**src/rtl/maj_pkg.sv**
```systemverilog
package maj_pkg;
    localparam int VOTES   = 7;
    localparam int LOW_W   = 4;
    localparam int HIGH_W  = VOTES - LOW_W;
    localparam int THRESH  = (VOTES + 1) / 2;
    localparam int SUM_W   = $clog2(VOTES + 1);

    typedef struct packed {
        logic s4;
        logic s3;
        logic s2;
        logic s1;
    } sym4_t;

    typedef struct packed {
        logic carry;
        logic sum;
    } sym3_t;
endpackage

```
**src/rtl/sym_count4.sv**
```systemverilog
module sym_count4
    import maj_pkg::*;
(
    input  logic [LOW_W-1:0] d,
    output sym4_t            q
);
    logic e1, e2, e3, e4;

    always_comb begin
        e1 = 1'b0;
        e2 = 1'b0;
        e3 = 1'b0;
        for (int i = 0; i < LOW_W; i++) begin
            e1 = e1 ^ d[i];
            for (int j = i + 1; j < LOW_W; j++) begin
                e2 = e2 ^ (d[i] & d[j]);
                for (int k = j + 1; k < LOW_W; k++) begin
                    e3 = e3 ^ (d[i] & d[j] & d[k]);
                end
            end
        end
        e4 = &d;
    end

    always_comb begin
        q.s1 = e1;
        q.s2 = e2;
        q.s3 = e3;
        q.s4 = e4;
    end

    // triple-product sum must coincide with s1 AND s2
    always_comb begin
        a_r1_s3_matches_and: assert (q.s3 == (q.s1 & q.s2))
            else $error("s3 disagrees with s1&s2");
    end

    // a full group of four leaves the low bits clear
    always_comb begin
        a_r1_s4_excludes_low: assert (!(q.s4 && (q.s1 || q.s2)))
            else $error("s4 set together with s1 or s2");
    end

    // the three count bits equal the group's population
    always_comb begin
        a_r1_count4_value: assert ({q.s4, q.s2, q.s1} == 3'($countones(d)))
            else $error("four-vote count wrong");
    end
endmodule

```
**src/rtl/sym_count3.sv**
```systemverilog
module sym_count3
    import maj_pkg::*;
(
    input  logic [HIGH_W-1:0] d,
    output sym3_t             q
);
    logic par, pairs;

    always_comb begin
        par   = 1'b0;
        pairs = 1'b0;
        for (int i = 0; i < HIGH_W; i++) begin
            par = par ^ d[i];
            for (int j = i + 1; j < HIGH_W; j++) begin
                pairs = pairs ^ (d[i] & d[j]);
            end
        end
    end

    always_comb begin
        q.sum   = par;
        q.carry = pairs;
    end

    // the two count bits equal the group's population
    always_comb begin
        a_r1_count3_value: assert ({q.carry, q.sum} == 2'($countones(d)))
            else $error("three-vote count wrong");
    end
endmodule

```
**src/rtl/thresh_cmp.sv**
```systemverilog
module thresh_cmp
    import maj_pkg::*;
(
    input  sym4_t lo,
    input  sym3_t hi,
    output logic  at_least
);
    // lo count is 4 (s4), or lo in 0..3 plus hi in 0..3 reaching 4
    always_comb begin
        at_least = lo.s4
                 | (lo.s2 & hi.carry)
                 | (lo.s3 & hi.sum)
                 | (lo.s1 & hi.carry & hi.sum);
    end

    // direct compare agrees with an explicit sum of both counts
    always_comb begin
        a_r1_thresh_sum: assert (at_least ==
            (({1'b0, lo.s4, lo.s2, lo.s1} + {2'b00, hi.carry, hi.sum}) >= 4'(THRESH)))
            else $error("threshold compare wrong");
    end
endmodule

```
**src/rtl/maj7_sym.sv**
```systemverilog
module maj7_sym
    import maj_pkg::*;
(
    input  logic [VOTES-1:0] vote_in,
    output logic             maj_out
);
    sym4_t lo_cnt;
    sym3_t hi_cnt;

    sym_count4 u_lo (
        .d (vote_in[LOW_W-1:0]),
        .q (lo_cnt)
    );

    sym_count3 u_hi (
        .d (vote_in[VOTES-1:LOW_W]),
        .q (hi_cnt)
    );

    thresh_cmp u_cmp (
        .lo       (lo_cnt),
        .hi       (hi_cnt),
        .at_least (maj_out)
    );

    // output follows the population threshold
    always_comb begin
        a_r1_majority: assert (maj_out == ($countones(vote_in) >= THRESH))
            else $error("majority output wrong");
    end
endmodule

```
**config.mk**
```make
export PLATFORM = sky130hd
export DESIGN_NAME = maj7_sym
export DESIGN_NICKNAME = d
export VERILOG_FILES = /design/src/rtl/maj_pkg.sv /design/src/rtl/sym_count4.sv /design/src/rtl/sym_count3.sv /design/src/rtl/thresh_cmp.sv /design/src/rtl/maj7_sym.sv
export SDC_FILE = /design/constraint.sdc
export NUM_CORES = 1
export LEC_CHECK = 0
export BUFFER_PORTS_ARGS = -buffer_cell sky130_fd_sc_hd__buf_2
export CAP_MARGIN = 20
export CORE_AREA = 3 3 40 42
export DETAILED_ROUTE_END_ITERATION = 16
export DIE_AREA = 0 0 43 45
export PLACE_DENSITY = 0.35
export SLEW_MARGIN = 30
export SYNTH_ARGS = -nofsm -noshare
export SYNTH_HDL_FRONTEND = slang
export SYNTH_HIERARCHICAL = 1
export SYNTH_SLANG_ARGS = --single-unit
```
**constraint.sdc**
```tcl
create_clock -name vclk -period 1.38
set_input_delay 0.207 -clock vclk [all_inputs]
set_output_delay 0.207 -clock vclk [all_outputs]
set_load 0.02 [all_outputs]
```
==> results_dict.tcl <==
set metrics [dict create \
    final.clkbuf_count 0 \
    cp_slowest_cell "fa_1" \
    cp_num_buf_inv 2 \
    hold_viol 0 \
    p_int_w 0.0000471 \
    synth_nets 29 \
    fmax_ghz 0.618 \
    drv_slew 0 \
    path_delay_family "adder cells" \
    min_period_ns 1.62 \
    clockPowerShare_pct 0 \
    antenna_cells 0 \
    vdd_drop_max_mv 0.141 \
    tightest_slew_ns 0.199 \
    power_switching_share_pct 46.5 \
    drc_errors 0 \
    fin_nets 33 \
    net-switching-power_w 0.0000409 \
    netlist_area_sq_um 159 \
    grt_usage_pct 3.66 \
    cpMostUsedCell "buf_6" \
    path_cells "buf_6, fa_1, a21o_1, a221o_1, buf_6" \
    failed_checks "negative setup slack" \
    grt-ovfl-total 0 \
    vias 132 \
    crit_required_ns 1.17 \
    power_w 0.0000880 \
    grt-busiest-layer "met2" \
    die_y_microns 45 \
    met3_usage_pct 0.797 \
    cp.arrival_ns 1.41 \
    start_util_pct 12.4 \
    synth_area_per_cell_sq_um 7.95 \
    io_buffers 8 \
    drt_wl_total_microns 302 \
    grt_antenna_before_repair 0 \
    sequentialPowerShare_pct 0 \
    min_period_over_period_pct 117 \
    grt_pass1_wl_microns 572 \
    seq_cell_count 0 \
    p_leak_nw 0.0957 \
    hp-class "in2out" \
    first_pass_iters 1 \
    p_per_area_nw_per_um2 429 \
    maxCapViolations 0 \
    grt_max_degree 5 \
    coreArea_sq_um 1280 \
    whs_ns 0.926 \
    die-area_sq_um 1940 \
    viasPerCell 3.57 \
    hpwl_microns 255 \
    startpoint_type "input pin" \
    num_rows 13 \
    grt_pass1_vias 137 \
    critPathMaxFanout 2 \
    pin_count 8 \
    status "finished, violations left" \
    rsz0062_at_grt "yes" \
    routabilityCongestion 0.622 \
    fp.dieW_microns 43 \
    ys_types 12 \
    grt.met1_usage_pct 5.52 \
    ys_seq_area_share_pct 0 \
    drive_gt1_share_pct 50.0 \
    yosysWarningCount 6 \
    p_comb_share_pct 100.0 \
    setup-violations-final 1 \
    areaGrowthSynthToFinish_pct 29.1 \
    syn_inst 20 \
    use_met2_pct 5.69 \
    layout_setup_ws_ns -0.238 \
    crit_type "in2out" \
    post_drt_wl_per_cell_microns 8.16 \
    slew_headroom_pct 86.7 \
    drtIter0Drc 0 \
    seq_area_sq_um 0 \
    postRouteAntennaNets 0 \
    endpoint_kind "primary output" \
    slowest_delay_ns 0.49 \
]
## kinds of logic (layout without fill, tap and decap cells)
logic type      count (synthesis)  after routing  share of synthesized area [%]
xor+xnor                        4              4                           22.1
fa+ha+maj                       2              2                           20.5
simple gates                    4              4                           11.8
compound gates                  4              4                           17.3
buf+inv                         6              8                           28.3
## power by group through the flow
stage               Combinational (W)  Clock (W)  Sequential (W)
floorplan                   0.0000720          0               0
global placement            0.0000674          0               0
detailed placement          0.0000712          0               0
CTS                         0.0000854          0               0
global route                 0.000100          0               0
finish                      0.0000880          0               0
## metal layers
metal	vias to the layer above	routed length, microns
met1	57	151
met3	0	36
met2	8	113
li1	67	-
met4	0	0
met5	-	0
## path summary, 6_finish.rpt
path,cells after the start,to,slack [ns],startpoint
worst max-delay path,5,maj_out,-0.24,vote_in[6]
worst min-delay path,4,maj_out,0.93,vote_in[6]
## final cells by class
type | count | area [sq um]
Fill cell | 139 | 1080
Timing Repair Buffer | 8 | 52.6
Tap cell | 15 | 18.8
Multi-Input combinational cell | 14 | 134
## synth_stat cells
cell / n / area share, %
ha_1: 1 / 7.9
a21o_1: 1 / 4.7
fa_1: 1 / 13
and3_2: 1 / 4.7
nor2_1: 1 / 2.4
buf_4: 6 / 28
o21ai_0: 1 / 3.1
xnor2_1: 1 / 5.5
a221o_1: 1 / 6.3
xor2_1: 3 / 17
nand2_1: 2 / 4.7
a21oi_1: 1 / 3.1
## placed cells by master (no fill, tap or decap)
cell	synthesis	final
buf_2	0	6
ha_4	0	1
xor2_1	3	3
xnor2_2	0	1
a21oi_1	1	1
and3_2	1	1
a221o_1	1	1
buf_6	0	2
a21o_1	1	1
fa_1	1	1
nand2_1	2	2
o21ai_0	1	1
nor2_1	1	1
## worst min-delay path: stages
cell and delay, ns:
buf_6 0.07, fa_1 0.16, a221o_1 0.16, buf_6 0.12
## timing repair
item	in CTS	in global routing
cloned	0	0
gates resized for setup	4	1
pin swaps	1	0
buffers inserted	0	0
endpoints found under the setup margin	1	1
hold buffers	0	0
## stage by stage
step | utilization (%) | TNS (ns) | setup slack, ns | instances | area (sq um)
final | 16.0 | -0.238 | -0.238 | 37 | 205
after global routing | 16.0 | -0.303 | -0.303 | 37 | 205
after CTS | 15.4 | -0.247 | -0.247 | 37 | 198
after detailed placement | 13.4 | -0.260 | -0.260 | 37 | 173
after global placement | 13.4 | -0.231 | -0.231 | 37 | 173
after floorplan | - | -0.138 | -0.138 | 20 | 159
No activity file was read; power rests on OpenSTA's default activity.
